**config.mk**
```make
export PLATFORM = sky130hd
export DESIGN_NAME = bbg_gate_seq
export DESIGN_NICKNAME = d
export VERILOG_FILES = /design/src/rtl/bbg_pkg.sv /design/src/rtl/bbg_period_timer.sv /design/src/rtl/bbg_phase_gen.sv /design/src/rtl/bbg_oc_guard.sv /design/src/rtl/bbg_switch_map.sv /design/src/rtl/bbg_gate_seq.sv
export SDC_FILE = /design/constraint.sdc
export NUM_CORES = 1
export LEC_CHECK = 0
export BUFFER_PORTS_ARGS = -buffer_cell sky130_fd_sc_hd__buf_2
export CAP_MARGIN = 0
export CORE_MARGIN = 2
export CORE_UTILIZATION = 35
export DETAILED_ROUTE_END_ITERATION = 12
export PLACE_DENSITY = 0.52
export SLEW_MARGIN = 30
export SYNTH_ARGS = -nofsm -noshare
export SYNTH_HDL_FRONTEND = slang
export SYNTH_SLANG_ARGS = --single-unit
```
**constraint.sdc**
```tcl
create_clock -name clk -period 3.7 [get_ports clk]
set_input_delay 0.37 -clock clk [delete_from_list [all_inputs] [get_ports clk]]
set_output_delay 0.37 -clock clk [all_outputs]
set_load 0.02 [all_outputs]
```
**src/rtl/bbg_pkg.sv**
```systemverilog
package bbg_pkg;

  // mode word is {mode_up, mode_chg}
  typedef enum logic [1:0] {
    BBG_DOWN = 2'b00,
    BBG_CHG  = 2'b01,
    BBG_UP   = 2'b10,
    BBG_BAD  = 2'b11
  } bbg_mode_e;

  // longest D on-time that still leaves both dead intervals
  function automatic int unsigned clamp_on(int unsigned req, int unsigned per,
                                           int unsigned dt);
    int unsigned lim;
    lim = per - 2 * dt;
    return (req > lim) ? lim : req;
  endfunction

  // D window: [dt, dt+n)
  function automatic logic in_d(int unsigned cnt, int unsigned n, int unsigned dt);
    return (cnt >= dt) && (cnt < dt + n);
  endfunction

  // D' window: [2*dt+n, end of period)
  function automatic logic in_dp(int unsigned cnt, int unsigned n, int unsigned dt);
    return cnt >= (2 * dt + n);
  endfunction

endpackage

```
**src/rtl/bbg_period_timer.sv**
```systemverilog
module bbg_period_timer
  import bbg_pkg::*;
#(
  parameter int unsigned PERIOD = 1000,
  parameter int unsigned DEAD   = 10,
  parameter int unsigned CW     = $clog2(PERIOD)
) (
  input  logic          clk,
  input  logic          rst_n,
  input  logic          mode_up,
  input  logic          mode_chg,
  input  logic [CW-1:0] duty,
  output logic [CW-1:0] cnt,
  output logic [CW-1:0] on_n,
  output bbg_mode_e     mode_q,
  output logic          valid_q,
  output logic          wrap
);

  localparam logic [CW-1:0] LAST = CW'(PERIOD - 1);

  assign wrap = (cnt == LAST);

  always_ff @(posedge clk) begin
    if (!rst_n) begin
      cnt     <= LAST;
      on_n    <= '0;
      mode_q  <= BBG_BAD;
      valid_q <= 1'b0;
    end else if (wrap) begin
      cnt     <= '0;
      on_n    <= CW'(clamp_on(32'(duty), PERIOD, DEAD));
      mode_q  <= bbg_mode_e'({mode_up, mode_chg});
      valid_q <= 1'b1;
    end else begin
      cnt <= cnt + 1'b1;
    end
  end

  AST_CNT_IN_PERIOD: assert property (@(posedge clk) disable iff (!rst_n)
    32'(cnt) < PERIOD);
  AST_ONTIME_CLAMPED: assert property (@(posedge clk) disable iff (!rst_n)
    32'(on_n) <= PERIOD - 2 * DEAD);
  AST_LATCH_AT_BOUNDARY: assert property (@(posedge clk) disable iff (!rst_n)
    !wrap |=> ($stable(on_n) && $stable(mode_q)));

endmodule

```
**src/rtl/bbg_phase_gen.sv**
```systemverilog
module bbg_phase_gen
  import bbg_pkg::*;
#(
  parameter int unsigned DEAD = 10,
  parameter int unsigned CW   = 10
) (
  input  logic          clk,
  input  logic          rst_n,
  input  logic [CW-1:0] cnt,
  input  logic [CW-1:0] on_n,
  input  logic          trip,
  output logic          ph_d,
  output logic          ph_dp
);

  assign ph_d  = in_d(32'(cnt), 32'(on_n), DEAD)  && !trip;
  assign ph_dp = in_dp(32'(cnt), 32'(on_n), DEAD) && !trip;

  AST_PHASE_EXCLUSIVE: assert property (@(posedge clk) disable iff (!rst_n)
    !(ph_d && ph_dp));
  AST_DEAD_AFTER_D: assert property (@(posedge clk) disable iff (!rst_n)
    $fell(ph_d) |-> !ph_dp);
  AST_DEAD_AFTER_DP: assert property (@(posedge clk) disable iff (!rst_n)
    $fell(ph_dp) |-> !ph_d);

endmodule

```
**src/rtl/bbg_oc_guard.sv**
```systemverilog
module bbg_oc_guard (
  input  logic clk,
  input  logic rst_n,
  input  logic oc_fwd,
  input  logic oc_rev,
  input  logic wrap,
  output logic trip
);

  logic oc_any;
  logic hold;

  assign oc_any = oc_fwd | oc_rev;
  assign trip   = oc_any | hold;

  always_ff @(posedge clk) begin
    if (!rst_n) hold <= 1'b0;
    else        hold <= oc_any | (hold & ~wrap);
  end

  AST_OC_HELD_IN_PERIOD: assert property (@(posedge clk) disable iff (!rst_n)
    (oc_any && !wrap) |=> trip);

endmodule

```
**src/rtl/bbg_switch_map.sv**
```systemverilog
module bbg_switch_map
  import bbg_pkg::*;
(
  input  logic      clk,
  input  logic      rst_n,
  input  bbg_mode_e mode_q,
  input  logic      valid_q,
  input  logic      ph_d,
  input  logic      ph_dp,
  output logic      g_hs,
  output logic      g_ls,
  output logic      g_bst,
  output logic      g_chg
);

  logic [3:0] nxt;  // {hs, ls, bst, chg}

  always_comb begin
    nxt = 4'b0000;
    if (valid_q) begin
      unique case (mode_q)
        BBG_DOWN: nxt = {ph_d, ph_dp, 1'b0, 1'b1};
        BBG_UP:   nxt = {1'b1, 1'b0, ph_d, ph_dp};
        BBG_CHG:  nxt = {1'b1, 1'b0, ph_dp, ph_d};
        default:  nxt = 4'b0000;
      endcase
    end
  end

  always_ff @(posedge clk) begin
    if (!rst_n) {g_hs, g_ls, g_bst, g_chg} <= 4'b0000;
    else        {g_hs, g_ls, g_bst, g_chg} <= nxt;
  end

endmodule

```
**src/rtl/bbg_gate_seq.sv**
```systemverilog
module bbg_gate_seq
  import bbg_pkg::*;
#(
  parameter int unsigned PERIOD = 1000,
  parameter int unsigned DEAD   = 10,
  parameter int unsigned CW     = $clog2(PERIOD)
) (
  input  logic          clk,
  input  logic          rst_n,
  input  logic          mode_up,
  input  logic          mode_chg,
  input  logic [CW-1:0] duty,
  input  logic          oc_fwd,
  input  logic          oc_rev,
  output logic          g_hs,
  output logic          g_ls,
  output logic          g_bst,
  output logic          g_chg
);

  logic [CW-1:0] cnt;
  logic [CW-1:0] on_n;
  bbg_mode_e     mode_q;
  logic          valid_q;
  logic          wrap;
  logic          trip;
  logic          ph_d;
  logic          ph_dp;

  bbg_period_timer #(.PERIOD(PERIOD), .DEAD(DEAD), .CW(CW)) u_timer (
    .clk(clk), .rst_n(rst_n), .mode_up(mode_up), .mode_chg(mode_chg),
    .duty(duty), .cnt(cnt), .on_n(on_n), .mode_q(mode_q),
    .valid_q(valid_q), .wrap(wrap)
  );

  bbg_oc_guard u_guard (
    .clk(clk), .rst_n(rst_n), .oc_fwd(oc_fwd), .oc_rev(oc_rev),
    .wrap(wrap), .trip(trip)
  );

  bbg_phase_gen #(.DEAD(DEAD), .CW(CW)) u_phase (
    .clk(clk), .rst_n(rst_n), .cnt(cnt), .on_n(on_n), .trip(trip),
    .ph_d(ph_d), .ph_dp(ph_dp)
  );

  bbg_switch_map u_map (
    .clk(clk), .rst_n(rst_n), .mode_q(mode_q), .valid_q(valid_q),
    .ph_d(ph_d), .ph_dp(ph_dp),
    .g_hs(g_hs), .g_ls(g_ls), .g_bst(g_bst), .g_chg(g_chg)
  );

  AST_NO_SHOOT_BUCK: assert property (@(posedge clk) disable iff (!rst_n)
    !(g_hs && g_ls));
  AST_NO_SHOOT_BOOST: assert property (@(posedge clk) disable iff (!rst_n)
    !(g_bst && g_chg));
  AST_OC_FORCES_OFF: assert property (@(posedge clk) disable iff (!rst_n)
    (oc_fwd || oc_rev) |=> (!g_ls && !g_bst));
  AST_BAD_MODE_DARK: assert property (@(posedge clk) disable iff (!rst_n)
    (wrap && mode_up && mode_chg) |=> ##1 (!g_hs && !g_ls && !g_bst && !g_chg));

endmodule

```
Yosys cells after proc, flatten, opt, wreduce, memory -nomap -nowiden:

Cells that the tools add are included.

* flip-flop bits (word level): 28
* input bits: 16
* output and inout port bits: 4
* logic and storage cells: 36

* add/subtract/negate cells: 3
* magnitude comparators: 4
* eq/ne operators: 3
* multiplexer cells: 3
* bitwise operators: 6
* reduce and logical (&&, ||, !) cells: 7

Operators by type and width (number)
* greater-or-equal comparator 10 x 32 -> 1 bit: 1
* < comparator 10 x 32 -> 1 bit: 1
* two-way mux 10 bit: 2
* one-hot mux 4 bit (3 select lines): 1
* adder 4 x 10 -> 11 bit, first input constant: 1
* adder 5 x 10 -> 11 bit, first input constant: 1
* adder 10 x 1 -> 10 bit, second input constant: 1
* == test 10 bit, second input constant: 1
* greater-or-equal comparator 10 x 4 -> 1 bit, second input constant: 1
* > comparator 10 bit, second input constant: 1
* logical AND 1 bit: 3
* bitwise OR 1 bit: 3
* == test 2 x 1 -> 1 bit, second input constant: 1
* == test 2 bit, second input constant: 1
* logical NOT 2 bit: 1
* NOT 1 bit: 2
* AND reduction 2 bit: 1
* OR reduction 2 bit: 1
* bitwise AND 1 bit: 1
* logical NOT 1 bit: 1

Longest topological paths before layout:

Gate-level depths: netlist of run 1.

* depth in word-level cells: 5
* depth in mapped cells: 11
* gate-level depth less buffers: 11

Hierarchy:

A second synthesis of run 1 with hierarchy kept.

* cell total of the unflattened synthesis: 233
* area, all modules: 2021.9 µm²

Modules (own cells, without submodules)
* bbg_period_timer: times used 1, cells an instance 122, area an instance 1096.1 µm², sequential area each 460.4 µm²
* bbg_phase_gen: times used 1, cells an instance 88, area an instance 693.2 µm², sequential area each 0.0 µm²
* bbg_switch_map: times used 1, cells an instance 19, area an instance 191.4 µm², sequential area each 80.1 µm²
* bbg_oc_guard: times used 1, cells an instance 4, area an instance 41.3 µm², sequential area each 20.0 µm²

Worst setup path before layout of run 1:

Ideal clock, no wire load.

* path type: flip-flop to flip-flop
* start point: reg u_timer.on_n[5]
* end point: reg u_map.g_chg
* library setup time: 0.120 ns
* data arrival time: 2.246 ns
* required time: 3.580 ns
* setup slack: 1.334 ns
* cell stages (with the launch flop): 11
* buffers on the path: 1
* period minus slack after synthesis: 2.366 ns
* cell sequence: dfxtp_1 clkbuf_1 and3_1 o21ai_0 xor2_1 ha_1 a211oi_1 nand2_1 a211oi_1 nor4bb_1 a211o_1

* longest elaborated chain between the ends: 5
* elaborated cells between the ends (all ways): 8
* those cells by class: add/sub (2); order compare (2); mux (1); reduce/logical (3)

RTL lines
* start: declaration: line bbg_period_timer.sv:14 `output logic [CW-1:0] on_n,`
* start signal: assignment: line bbg_period_timer.sv:32 `on_n <= CW'(clamp_on(32'(duty), PERIOD, DEAD));`
* adder 4 x 10 -> 11 bit: line bbg_pkg.sv:21 `return (cnt >= dt) && (cnt < dt + n);`
* < comparator 10 x 32 -> 1 bit: line bbg_pkg.sv:21
* logical AND 1 bit: line bbg_pkg.sv:21
* logical AND 1 bit: line bbg_phase_gen.sv:16 `assign ph_d = in_d(32'(cnt), 32'(on_n), DEAD) && !trip;`
* one-hot mux 4 bit (3 select lines) (*): line bbg_switch_map.sv:21 `unique case (mode_q)`
* end signal: assignment: line bbg_switch_map.sv:32 `else {g_hs, g_ls, g_bst, g_chg} <= nxt;`
* end: declaration: line bbg_switch_map.sv:13 `output logic g_chg`

Mark *: on every way between the ends. The rest lies on a longest branch, timed or not.
A chain may end at the register's enable or synchronous reset.

Final worst setup path of run 1:

* start point: reg u_timer.on_n[3]
* end point: reg u_map.g_hs

* longest elaborated chain between the ends: 5

RTL lines
* adder 4 x 10 -> 11 bit: line bbg_pkg.sv:21
* < comparator 10 x 32 -> 1 bit: line bbg_pkg.sv:21
* logical AND 1 bit: line bbg_pkg.sv:21
* logical AND 1 bit: line bbg_phase_gen.sv:16
* one-hot mux 4 bit (3 select lines): line bbg_switch_map.sv:21
* end signal: assignment: line bbg_switch_map.sv:32
* end: declaration: line bbg_switch_map.sv:10 `output logic g_hs,`

No other way between the ends.

==> summary.md, run 1 <==
| Metric | Value |
|---|---|
| Status | `finished clean` |
| FFs w/ async S/R, synth | `0%` |
| Simple-Gate Fraction of Synth Area | `18.63%` |
| Register-to-Register Path Depth | `11` |
| Crit path launch type | `flop` |
| Mapped Area | `~0.0018 mm^2` |
| Row count | `26` |
| Die W | `76.25 um` |
| CTS Buf Count | `3` |
| Crit path kind | `flop to flop` |
| Largest net degree at the start of global routing | `29` |
| Top-area cell type share of the netlist area | `between 30% and 40%` |
| Synth Area in Adders | `a little under a fifth` |
| Ys Warns | `0` |
| EDFF count, synth | `0` |
| PortBufs | `19` |
| Cts repair resizes | `0` |
| Final Hold Vio Count | `0` |
| I/O Pins | `20` |
| Reg clk slew, reported paths | `around 0.10 ns` |
| Mapped Nets | `250` |
| Final period util | `75.18%` |
| Detailed Route Iter0 Violations | `100` |
| Reg-to-reg slack, setup | `just over 0.9 ns` |
| CTS tree | `done` |
| Sum of net half-perimeters after detailed placement | `3206 um` |
| CORE AREA | `roughly 0.005 mm^2` |
| Total routed wirelength | `between 4000 and 5000 um` |
| Hold path endpoint | `u_timer.mode_q[1]` |
| Postcts setup bufs | `0` |
| Crit Reg-Reg Endpoint | `u_map.g_hs` |
| Peak VDD IR | `roughly 0.27 mV` |
| Area Overhead vs Synth | `11.85%` |
| RSZ-0062 raised after global routing | `false` |
| Die Y | `between 70 and 80 um` |
| Multiplexer share of the synthesized area | `2.192%` |
| DRT antenna net count | `0` |
| Total negative slack | `0 ns` |
| Nets | `between 200 and 300` |
| Largest family of logic cells by synthesized area | `adder cells` |
| Slew HR | `between 50 and 60%` |
| CP Max Fanout | `7` |
| Final Slew Violations | `0` |
| Leak | `~0.83 nW` |
| WL/cell | `between 10 and 15 um` |
| Final min period | `around 2.8 ns` |
| Worst path max stage delay | `0.64 ns` |
| Gr usage total | `between 10% and 20%` |
| PwrDens | `between 700 and 800 mW/mm^2` |
| Critical Path, Cell by Cell | `inv_1 -> ha_1 -> a21oi_1 -> nor2b_1 -> nand2_1 -> xor2_1 -> ha_1 -> a21oi_1 -> a21boi_0 -> o41ai_1 -> a32o_1` |
| Area leader, netlist | `dfxtp_1` |
| Top delay family on crit path | `compound AO/OA/AOI/OAI gates` |
| Worst R2R Start | `u_timer.on_n[3]` |
| Sequential share of the synthesized area | `just over 30%` |
| Number of setup violations in the final report | `0` |
| Synthesized flop and latch total | `28` |
| Clock sink total | `28` |
| Min Hold Slack | `0.3174 ns` |
| Worst-Skew Late Latency | `about 0.29 ns` |
| Via Count | `between 1000 and 1500` |
| Hold path depth | `3` |
| Buf/Inv on CP | `1` |
| Avg Cell Area, Syn | `8.868 um^2` |
| Vias in the first global route | `approximately 1500` |
| Placement Cell Area | `~0.0020 mm^2` |
| Via-to-Cell Ratio | `5.085` |
| Synth Flop Type | `dfxtp_1` |
| Crit path DAT | `roughly 3.0 ns` |
| Slowest stage cell on the critical path | `o41ai_1` |
| Unique cell type count in the Yosys netlist | `37` |
| Root buf cell | `clkbuf_8` |
| Die Footprint | `approximately 0.0058 mm^2` |
| Initial core utilization | `around 36%` |
| Layout Skew | `between 0.007 and 0.008 ns` |
| Antenna diodes | `0` |
| Util after Layout | `around two fifths` |
| CP endpoint kind | `flop` |
| Global-route wire length before repair | `7279 um` |
| Drc violations | `0` |
| XOR/XNOR Fraction of Synth Area | `9.589%` |
| Synth area leaders | `dfxtp_1 31%, ha_1 19%, xnor2_1 4.8%, xor2_1 4.8%, nand2_1 4.1%` |
| Cell area after layout | `0.002043 mm^2` |
| Complex-gate fraction of the synthesized area | `between 15 and 20%` |
| GPL Wtd Cong | `~0.83` |
| Worst-Margin Slew | `roughly 0.64 ns` |
| Synth Instances | `slightly above 200` |
| Hold Startpoint | `mode_up` |
| CP Data Required Time | `3.94 ns` |
| Layout cells sized above 1 | `between 10% and 20%` |
| H-tree depth | `1` |
| Cts hold-fix bufs | `0` |
| Synth cell count leaders | `28 x dfxtp_1, 28 x ha_1, 20 x nand2_1` |
| Fillers | `530` |
| CTS Buffer Depth | `2` |
| Hold crit path type | `primary input to flop` |
| Initial antenna violation count | `0` |
| Max Cap Violations | `0` |
| GR Overflow Total | `0` |
| Max Fclk | `between 0.3 and 0.4 GHz` |
| DR pass1 iterations | `4` |
-- kinds of logic after synthesis --
| logic type | count (synthesis) |
|---|---|
| adders and majority gates | 28 |
| and+or+nand+nor | 67 |
| AOI/OAI and AO/OA | 46 |
| xor gates and xnor gates | 20 |
| muxes | 4 |
| DFF | 28 |
| buffers and inverters | 13 |
-- tightest hold or removal path: cells and delay by family --
kind | cells | cell delay (ns)
AND/OR/NAND/NOR | 1 | 0.04
buffers and inverters | 1 | 0.09
AO/OA/AOI/OAI | 1 | 0.07
-- power breakdown --
group	switching [mW]	internal, mW
Combinational	0.413	0.348
Clock	0.103	0.0957
Sequential	0.172	0.409
-- worst max path at each step --
| stage | from | to | slack, ns | cells after the start |
|---|---|---|---|---|
| 2_1_floorplan | u_timer.on_n[5] | u_map.g_chg | 1.33 | 10 |
| 3_3_place_gp | u_timer.on_n[3] | u_map.g_hs | 0.95 | 11 |
| 3_5_place_dp | u_timer.on_n[3] | u_map.g_hs | 0.95 | 11 |
| 4_1_cts | u_timer.on_n[3] | u_map.g_hs | 0.92 | 11 |
| 5_1_grt | u_timer.on_n[3] | u_map.g_hs | 0.68 | 11 |
| 6_report | u_timer.on_n[3] | u_map.g_hs | 0.92 | 11 |
-- per-stage QoR --
step,cells,setup slack [ns],total power [mW]
2_1_floorplan,206,1.335,1.131
3_3_place_gp,289,0.9456,1.348
3_5_place_dp,289,0.9545,1.347
4_1_cts,293,0.9160,1.549
5_1_grt,293,0.6800,1.714
6_report,293,0.9184,1.540
-- metal layers --
metal  vias up  track usage [%]  part of all wire (%)
met5         -                0                     0
met2        39            25.04                    45
met1       669            21.05                    49
met4         0            6.364                   2.7
met3         8            2.370                   3.9
li1        774                -                     -
-- cells in the final DEF, fill, tap and decap left out, drive strengths merged, types with 4 or more instances in the layout --
cell type / netlist / final
nand4: 5 / 5
and3: 4 / 4
a21oi: 7 / 7
inv: 6 / 6
xnor2: 10 / 10
nor2b: 7 / 7
o211ai: 4 / 4
nand2: 20 / 20
a211oi: 4 / 4
buf: 2 / 20
nor2: 14 / 14
o21ai: 15 / 15
dfxtp: 28 / 28
mux2i: 4 / 4
nand3: 5 / 5
clkbuf: 5 / 4
xor2: 10 / 10
ha: 28 / 28
-- sequential cells by signal, summed over array words and instances (netlist names) --
name / cells
u_map.g_bst: 1
u_map.g_chg: 1
u_timer.cnt: 10
u_map.g_hs: 1
u_timer.valid_q: 1
u_timer.on_n: 10
u_guard.hold: 1
u_map.g_ls: 1
u_timer.mode_q: 2
-- area by class of cell --
class                           instances  area [um^2]  area share [%]
Clock buffer                            4        55.05           2.694
Inverter                                6        22.52           1.102
Multi-Input combinational cell        165         1215           59.46
Sequential cell                        28        560.5           27.43
Tap cell                               70        87.58           4.287
Timing Repair Buffer                   20        102.6           5.021
Note: power is estimated with default switching activity, not from simulation.
==> run 2: changes to the inputs <==
--- a/config.mk
+++ b/config.mk
@@ -10,7 +10,7 @@
 export CORE_MARGIN = 2
 export CORE_UTILIZATION = 35
 export DETAILED_ROUTE_END_ITERATION = 12
-export PLACE_DENSITY = 0.52
+export PLACE_DENSITY = 0.54
 export SLEW_MARGIN = 30
 export SYNTH_ARGS = -nofsm -noshare
 export SYNTH_HDL_FRONTEND = slang
==> constraint.sdc (replaced) <==
create_clock -name clk -period 2.4 [get_ports clk]
set_input_delay 0.24 -clock clk [delete_from_list [all_inputs] [get_ports clk]]
set_output_delay 0.24 -clock clk [all_outputs]
set_load 0.02 [all_outputs]
==> run 2 against run 1 <==
Effect of this change: via count increased by 3.0%; global-route usage decreased by 0.065 points; maximum frequency increased by 20%; register-to-register slack got worse by 0.84 ns; cell area increased by 8.2%; clock power increased by 47%; wire length increased by 2.4%; largest cell class unchanged; highest routed layer unchanged.
==> summary.md, run 2 (same netlist as run 1, synthesis figures left out) <==
| Metric | Value |
|---|---|
| H-tree depth | `1 (unchanged)` |
| Layout Skew | `0.004486 ns (was 0.007583 ns)` |
| Min Hold Slack | `0.1854 ns (was 0.3174 ns)` |
| Via Count | `1535 (was 1490)` |
| Place WS | `-0.1166 ns (was 0.9545 ns)` |
| Drc violations | `0 (unchanged)` |
| CTS tree | `done (unchanged)` |
| CTS Buffer Depth | `2 (unchanged)` |
| Sum of net half-perimeters after detailed placement | `3369 um (was 3206 um)` |
| CTS Buf Count | `3 (unchanged)` |
| Hold path depth | `3 (unchanged)` |
| Antenna diodes | `0 (unchanged)` |
| Clock sink total | `28 (unchanged)` |
| CP Max Fanout | `6 (was 7)` |
| Gr usage total | `15.58% (was 15.64%)` |
| Net Sw Frac | `43.35% (was 44.69%)` |
| Crit path kind | `flop to flop (unchanged)` |
| Placed insts | `303 (was 289)` |
| Total routed wirelength | `4330 um (was 4228 um)` |
| Final Slew Violations | `0 (unchanged)` |
| Total negative slack | `0 ns (unchanged)` |
| Final Hold Vio Count | `0 (unchanged)` |
| Leak | `0.9257 nW (was 0.8330 nW)` |
| Final period util | `96.54% (was 75.18%)` |
| Via-to-Cell Ratio | `4.952 (was 5.085)` |
| Fillers | `541 (was 530)` |
| Sequential share of power | `33.3% (was 37.7%)` |
| DR pass1 iterations | `4 (unchanged)` |
| Crit path DAT | `2.54 ns (was 3.02 ns)` |
| WL/cell | `13.97 um (was 14.43 um)` |
| Hold path endpoint | `u_timer.mode_q[0] (was u_timer.mode_q[1])` |
| GPL Wtd Cong | `0.8086 (was 0.8323)` |
| CP endpoint kind | `flop (unchanged)` |
| Cts hold-fix bufs | `0 (unchanged)` |
| DRT antenna net count | `0 (unchanged)` |
| Clock share of power | `11.3% (was 12.9%)` |
| Util after Layout | `43.57% (was 40.26%)` |
| Number of setup violations in the final report | `0 (unchanged)` |
| Initial core utilization | `36.00% (unchanged)` |
| Largest net degree at the start of global routing | `29 (unchanged)` |
| I/O Pins | `20 (unchanged)` |
| Register-to-Register Path Depth | `12 (was 11)` |
| Crit path launch type | `flop (unchanged)` |
| Commonest non-fill, non-tap cell in the layout | `ha_1` |
| Max Fclk | `0.4316 GHz (was 0.3595 GHz)` |
| Sw power | `1.123 mW (was 0.6883 mW)` |
| Max Cap Violations | `0 (unchanged)` |
| PortBufs | `19 (unchanged)` |
| Worst R2R Start | `u_timer.on_n[3] (unchanged)` |
| Status | `finished clean (unchanged)` |
| CP Data Required Time | `2.62 ns (was 3.94 ns)` |
| Most frequent cells in the layout | `27 x ha_1, 26 x dfxtp_1, 20 x nand2_1, 19 x buf_2, 18 x buf_4 (was 28 x ha_1, 28 x dfxtp_1, 20 x nand2_1, 19 x buf_2, 15 x o21ai_0)` |
| Global-route wire length before repair | `7238 um (was 7279 um)` |
| Non-Filler Instances | `310 (was 293)` |
| Reg-to-reg slack, setup | `0.08 ns (was 0.92 ns)` |
| Worst path max stage delay | `0.38 ns (was 0.64 ns)` |
| PwrDens | `1172 mW/mm^2 (was 753.8 mW/mm^2)` |
| Vias in the first global route | `1475 (was 1491)` |
| CORE AREA | `0.005075 mm^2 (unchanged)` |
| Worst Slack Setup Final | `0.08315 ns (was 0.9184 ns)` |
| Reg clk slew, reported paths | `0.10 ns (about the same)` |
| Slowest stage cell on the critical path | `dfxtp_4 (was o41ai_1)` |
| Row count | `26 (unchanged)` |
| Biggest regs | `u_timer.cnt x10, u_timer.on_n x10, u_timer.mode_q x2 (unchanged)` |
| Nets | `285 (was 268)` |
| Die W | `76.25 um (unchanged)` |
| Critical Path, Cell by Cell | `inv_2 -> ha_2 -> a21oi_2 -> nor2b_2 -> nand2_1 -> xor2_1 -> ha_1 -> a21oi_2 -> a21boi_1 -> o41ai_1 -> buf_4 -> a32o_1 (was inv_1 -> ha_1 -> a21oi_1 -> nor2b_1 -> nand2_1 -> xor2_1 -> ha_1 -> a21oi_1 -> a21boi_0 -> o41ai_1 -> a32o_1)` |
| Hold crit path type | `primary input to flop (unchanged)` |
| Final min period | `2.317 ns (was 2.782 ns)` |
| Root buf cell | `clkbuf_8 (unchanged)` |
| Die Footprint | `0.005813 mm^2 (unchanged)` |
| Worst-Skew Late Latency | `0.27 ns (was 0.29 ns)` |
| Crit Reg-Reg Endpoint | `u_map.g_hs (unchanged)` |
| Layout cells sized above 1 | `24.17% (was 13.00%)` |
| Combinational share of power | `55.4% (was 49.4%)` |
| Slew HR | `61.94% (was 56.61%)` |
| Cell mode on critical path | `a21oi_2` |
| Area Overhead vs Synth | `21.03% (was 11.85%)` |
| Hold Startpoint | `mode_chg (was mode_up)` |
| Internal | `1.468 mW (was 0.8517 mW)` |
| Die Y | `76.25 um (unchanged)` |
| Initial antenna violation count | `0 (unchanged)` |
| Detailed Route Iter0 Violations | `69 (was 100)` |
| Peak VDD IR | `0.6321 mV (was 0.2742 mV)` |
| Worst-Margin Slew | `0.5649 ns (was 0.6424 ns)` |
| GR Overflow Total | `0 (unchanged)` |
## run 2: cell count changes in the layout (fill, tap and decap cells not counted), sizes merged
cell | before | now
buf | 20 | 37
## run 2: power by group through the flow
stage	clock (mW)	combinational [mW]	sequential, mW
after floorplan	0	0.938	0.805
after global placement	0	1.35	0.861
after detailed placement	0	1.35	0.862
after CTS	0.303	1.38	0.856
after global routing	0.329	1.64	0.897
final	0.293	1.43	0.863
## run 2: what timing repair did
| action | 4_1_cts | 5_1_grt |
|---|---|---|
| pin swaps | 0 | 7 |
| endpoints found under the hold margin | 0 | 0 |
| buffers inserted | 0 | 3 |
| setup endpoints to repair | 3 | 3 |
| gates resized for setup | 5 | 12 |
## run 2: stage by stage
step / instance area, um^2 / total power [mW]
global placement: 2093 / 2.209
detailed placement: 2093 / 2.213
CTS: 2160 / 2.535
global route: 2211 / 2.867
floorplan: 1827 / 1.743
finish: 2211 / 2.591
## run 2: critical path, delay by kind of cell, from the launching register on
kind                       cells  cell delay [ns]
AOI/OAI and AO/OA              5             0.77
xor gates and xnor gates       1             0.15
adders and majority gates      2             0.50
buffers and inverters          2             0.23
DFF                            1             0.38
and+or+nand+nor                2             0.23
## run 2: cell type report
| type | count | area, um^2 | share of cell area, % |
|---|---|---|---|
| Clock buffer | 4 | 55.05 | 2.490 |
| Tap cell | 70 | 87.58 | 3.962 |
| Inverter | 6 | 22.52 | 1.019 |
| Timing Repair Buffer | 37 | 230.2 | 10.41 |
| Multi-Input combinational cell | 165 | 1250 | 56.54 |
| Sequential cell | 28 | 565.5 | 25.58 |
## run 2: how the worst max path moves through the flow
stage	from	endpoint	slack, ns	depth (start not counted)
after floorplan	u_timer.on_n[5]	u_map.g_chg	0.03	10
after detailed placement	u_timer.on_n[2]	u_map.g_chg	-0.12	10
after global routing	u_timer.on_n[3]	u_map.g_hs	-0.04	12
final	u_timer.on_n[3]	u_map.g_hs	0.08	12
after CTS	u_timer.on_n[3]	u_map.g_hs	0.03	12
after global placement	u_timer.on_n[2]	u_map.g_chg	-0.12	10
## run 2: metal layers
metal  vias to the layer above  track usage (%)  part of all wire (%)
met5                         -                0                     0
met4                         0            3.818                  0.53
met3                         2            1.896                   3.1
met2                        28            24.96                    45
met1                       694            22.30                    51
li1                        811                -                     -
==> run 3: changes to the inputs <==
--- a/config.mk
+++ b/config.mk
@@ -7,9 +7,9 @@
 export LEC_CHECK = 0
 export BUFFER_PORTS_ARGS = -buffer_cell sky130_fd_sc_hd__buf_2
 export CAP_MARGIN = 0
-export CORE_MARGIN = 2
 export CORE_UTILIZATION = 35
 export DETAILED_ROUTE_END_ITERATION = 12
+export GPL_TIMING_DRIVEN = 0
 export PLACE_DENSITY = 0.54
 export SLEW_MARGIN = 30
 export SYNTH_ARGS = -nofsm -noshare
==> run 3 against run 2 <==
Effect of this change: sequential power is 9.4% higher; maximum frequency is 1.4% higher; via count is 3.4% lower; setup slack better by 0.032 ns; worst hold slack better by 0.0075 ns; highest routed layer unchanged; count of clock-buffer cells in the layout is 1 lower; combinational power is 5% lower.
==> summary.md, run 3 (same netlist as run 1, synthesis figures left out) <==
| Metric | Value |
|---|---|
| Net Sw Frac | `45.02% (was 43.35%)` |
| CTS Buf Count | `3 (unchanged)` |
| Hold crit path type | `primary input to flop (unchanged)` |
| Highest Signal Layer | `met4 (unchanged)` |
| Crit path launch type | `flop (unchanged)` |
| Largest net degree at the start of global routing | `15 (was 29)` |
| Sequential share of power | `37.0% (was 33.3%)` |
| Leak | `0.8622 nW (was 0.9257 nW)` |
| Slowest stage cell on the critical path | `dfxtp_4 (unchanged)` |
| Cell area after layout | `0.002201 mm^2 (was 0.002211 mm^2)` |
| Layout Skew | `0.001565 ns (was 0.004486 ns)` |
| Final min period | `2.284 ns (was 2.317 ns)` |
| Final Hold Vio Count | `0 (unchanged)` |
| Peak VDD IR | `0.5851 mV (was 0.6321 mV)` |
| Gr usage total | `16.35% (was 15.58%)` |
| Total routed wirelength | `4121 um (was 4330 um)` |
| Layout cells sized above 1 | `24.02% (was 24.17%)` |
| Worst-Skew Late Latency | `0.27 ns (about the same)` |
| Most frequent cells in the layout | `26 x ha_1, 21 x dfxtp_1, 20 x nand2_1, 20 x buf_2, 14 x nor2_1 (was 27 x ha_1, 26 x dfxtp_1, 20 x nand2_1, 19 x buf_2, 18 x buf_4)` |
| Max Cap Violations | `0 (unchanged)` |
| PwrDens | `1158 mW/mm^2 (was 1172 mW/mm^2)` |
| Vias in the first global route | `1427 (was 1475)` |
| CORE AREA | `0.004880 mm^2 (was 0.005075 mm^2)` |
| Root buf cell | `clkbuf_8 (unchanged)` |
| CP Data Required Time | `2.56 ns (was 2.62 ns)` |
| GPL Wtd Cong | `0.8324 (was 0.8086)` |
| Die W | `74.25 um (was 76.25 um)` |
| Fillers | `500 (was 541)` |
| Die Footprint | `0.005512 mm^2 (was 0.005813 mm^2)` |
| CP Max Fanout | `6 (unchanged)` |
| Row count | `25 (was 26)` |
| Drc violations | `0 (unchanged)` |
| Worst path max stage delay | `0.42 ns (was 0.38 ns)` |
| H-tree depth | `1 (unchanged)` |
| Commonest non-fill, non-tap cell in the layout | `ha_1 (unchanged)` |
| WL met2 | `1862 um (was 1950 um)` |
| Power consumption | `2.549 mW (was 2.591 mW)` |
| Reg clk slew, reported paths | `0.09 ns (was 0.10 ns)` |
| Wire length on met1 | `2042 um (was 2220 um)` |
| WL/cell | `13.92 um (was 13.97 um)` |
| Met3 Routed Length | `132 um (was 135 um)` |
| Via Count | `1483 (was 1535)` |
| Detailed Route Iter0 Violations | `36 (was 69)` |
| Clock share of power | `9.8% (was 11.3%)` |
| Antenna diodes | `0 (unchanged)` |
| Clock sink total | `28 (unchanged)` |
| Final Slew Violations | `0 (unchanged)` |
| Max Fclk | `0.4378 GHz (was 0.4316 GHz)` |
| CP endpoint kind | `flop (unchanged)` |
| Number of setup violations in the final report | `0 (unchanged)` |
| Nets | `275 (was 285)` |
| CTS Buffer Depth | `2 (unchanged)` |
| Sw power | `1.148 mW (was 1.123 mW)` |
| Area Overhead vs Synth | `20.48% (was 21.03%)` |
| Total negative slack | `0 ns (unchanged)` |
| Critical Path, Cell by Cell | `ha_4 -> a21oi_4 -> nor2b_2 -> nand2_1 -> xor2_1 -> ha_1 -> nand4_1 -> a211oi_2 -> o41ai_4 -> a211o_1 (was inv_2 -> ha_2 -> a21oi_2 -> nor2b_2 -> nand2_1 -> xor2_1 -> ha_1 -> a21oi_2 -> a21boi_1 -> o41ai_1 -> buf_4 -> a32o_1)` |
| Via-to-Cell Ratio | `5.010 (was 4.952)` |
| Crit path kind | `flop to flop (unchanged)` |
| RSZ-0062 raised after global routing | `true` |
| DR pass1 iterations | `4 (unchanged)` |
| Placement Cell Area | `0.002001 mm^2 (was 0.002093 mm^2)` |
| Status | `finished clean (unchanged)` |
| Combinational share of power | `53.2% (was 55.4%)` |
| Sum of net half-perimeters after detailed placement | `3132 um (was 3369 um)` |
| Biggest regs | `u_timer.cnt x10, u_timer.on_n x10, u_timer.mode_q x2 (unchanged)` |
| Slew HR | `62.49% (was 61.94%)` |
| PortBufs | `18 (was 19)` |
| Global-route wire length before repair | `6796 um (was 7238 um)` |
| Initial antenna violation count | `0 (unchanged)` |
| Die Y | `74.25 um (was 76.25 um)` |
| Crit path DAT | `2.45 ns (was 2.54 ns)` |
| Initial core utilization | `37.44% (was 36.00%)` |
| Internal | `1.402 mW (was 1.468 mW)` |
| Final period util | `95.18% (was 96.54%)` |
| GR Overflow Total | `0 (unchanged)` |
| I/O Pins | `20 (unchanged)` |
| DRT antenna net count | `0 (unchanged)` |
| Worst-Margin Slew | `0.5568 ns (was 0.5649 ns)` |
| CTS tree | `done (unchanged)` |
-- run 3: area by class of cell --
type / instances / area [um^2] / share of cell area, %
multi-input cells: 165 / 1329 / 60.38
flip-flops and latches: 28 / 576.8 / 26.21
repair buffers: 22 / 123.9 / 5.628
well taps: 67 / 83.83 / 3.809
clock buffers: 3 / 41.29 / 1.876
inverters: 6 / 25.02 / 1.137
plain buffers: 5 / 21.27 / 0.9665
-- run 3: power by group through the flow --
stage               combinational (mW)  sequential, mW  clock, mW
finish                            1.36           0.944      0.249
floorplan                        0.938           0.805          0
detailed placement                1.19           0.879          0
global route                      1.55           0.976      0.276
global placement                  1.18           0.878          0
CTS                               1.25           0.918      0.256
-- run 3: worst max-delay path: cells and delay by family (launching register included) --
kind                     cells  cell delay, ns
flip-flops                   1            0.42
AO/OA/AOI/OAI                4            0.74
adder cells (fa/ha/maj)      2            0.48
AND/OR/NAND/NOR              3            0.40
XOR/XNOR                     1            0.14
-- run 3: worst paths after layout --
kind	startpoint	endpoint	slack, ns	cells past startpoint
worst min register to register	u_timer.valid_q	u_timer.valid_q	0.48	1
worst max register to register	u_timer.on_n[2]	u_map.g_chg	0.12	10
worst min-delay path	mode_up	u_timer.mode_q[1]	0.19	3
worst max-delay path	u_timer.on_n[2]	u_map.g_chg	0.12	10
-- run 3: repair_timing --
action / 4_1_cts / 5_1_grt
gates cloned: 0 / 0
endpoints found under the hold margin: 0 / 0
hold buffers: 0 / 0
setup endpoints to repair: 6 / 3
pin swaps: 7 / 13
gates resized for setup: 18 / 19
buffers inserted: 3 / 2
-- run 3: per-stage QoR --
stage                     hold slack [ns]  setup slack [ns]  std cells  util (%)
after detailed placement           0.4547           -0.5052        291     41.00
final                              0.1929            0.1156        296     45.10
after CTS                          0.1933          0.006875        295     43.31
after global routing               0.2029          -0.01381        296     45.10
after floorplan                    0.3722           0.03450        206         -
after global placement             0.4520           -0.5213        291     41.00
-- run 3: per-layer routing --
| metal | global-route usage (%) | up-vias |
|---|---|---|
| li1 | - | 793 |
| met3 | 2.575 | 9 |
| met4 | 5.241 | 0 |
| met5 | 0 | - |
| met2 | 26.67 | 19 |
| met1 | 22.17 | 662 |
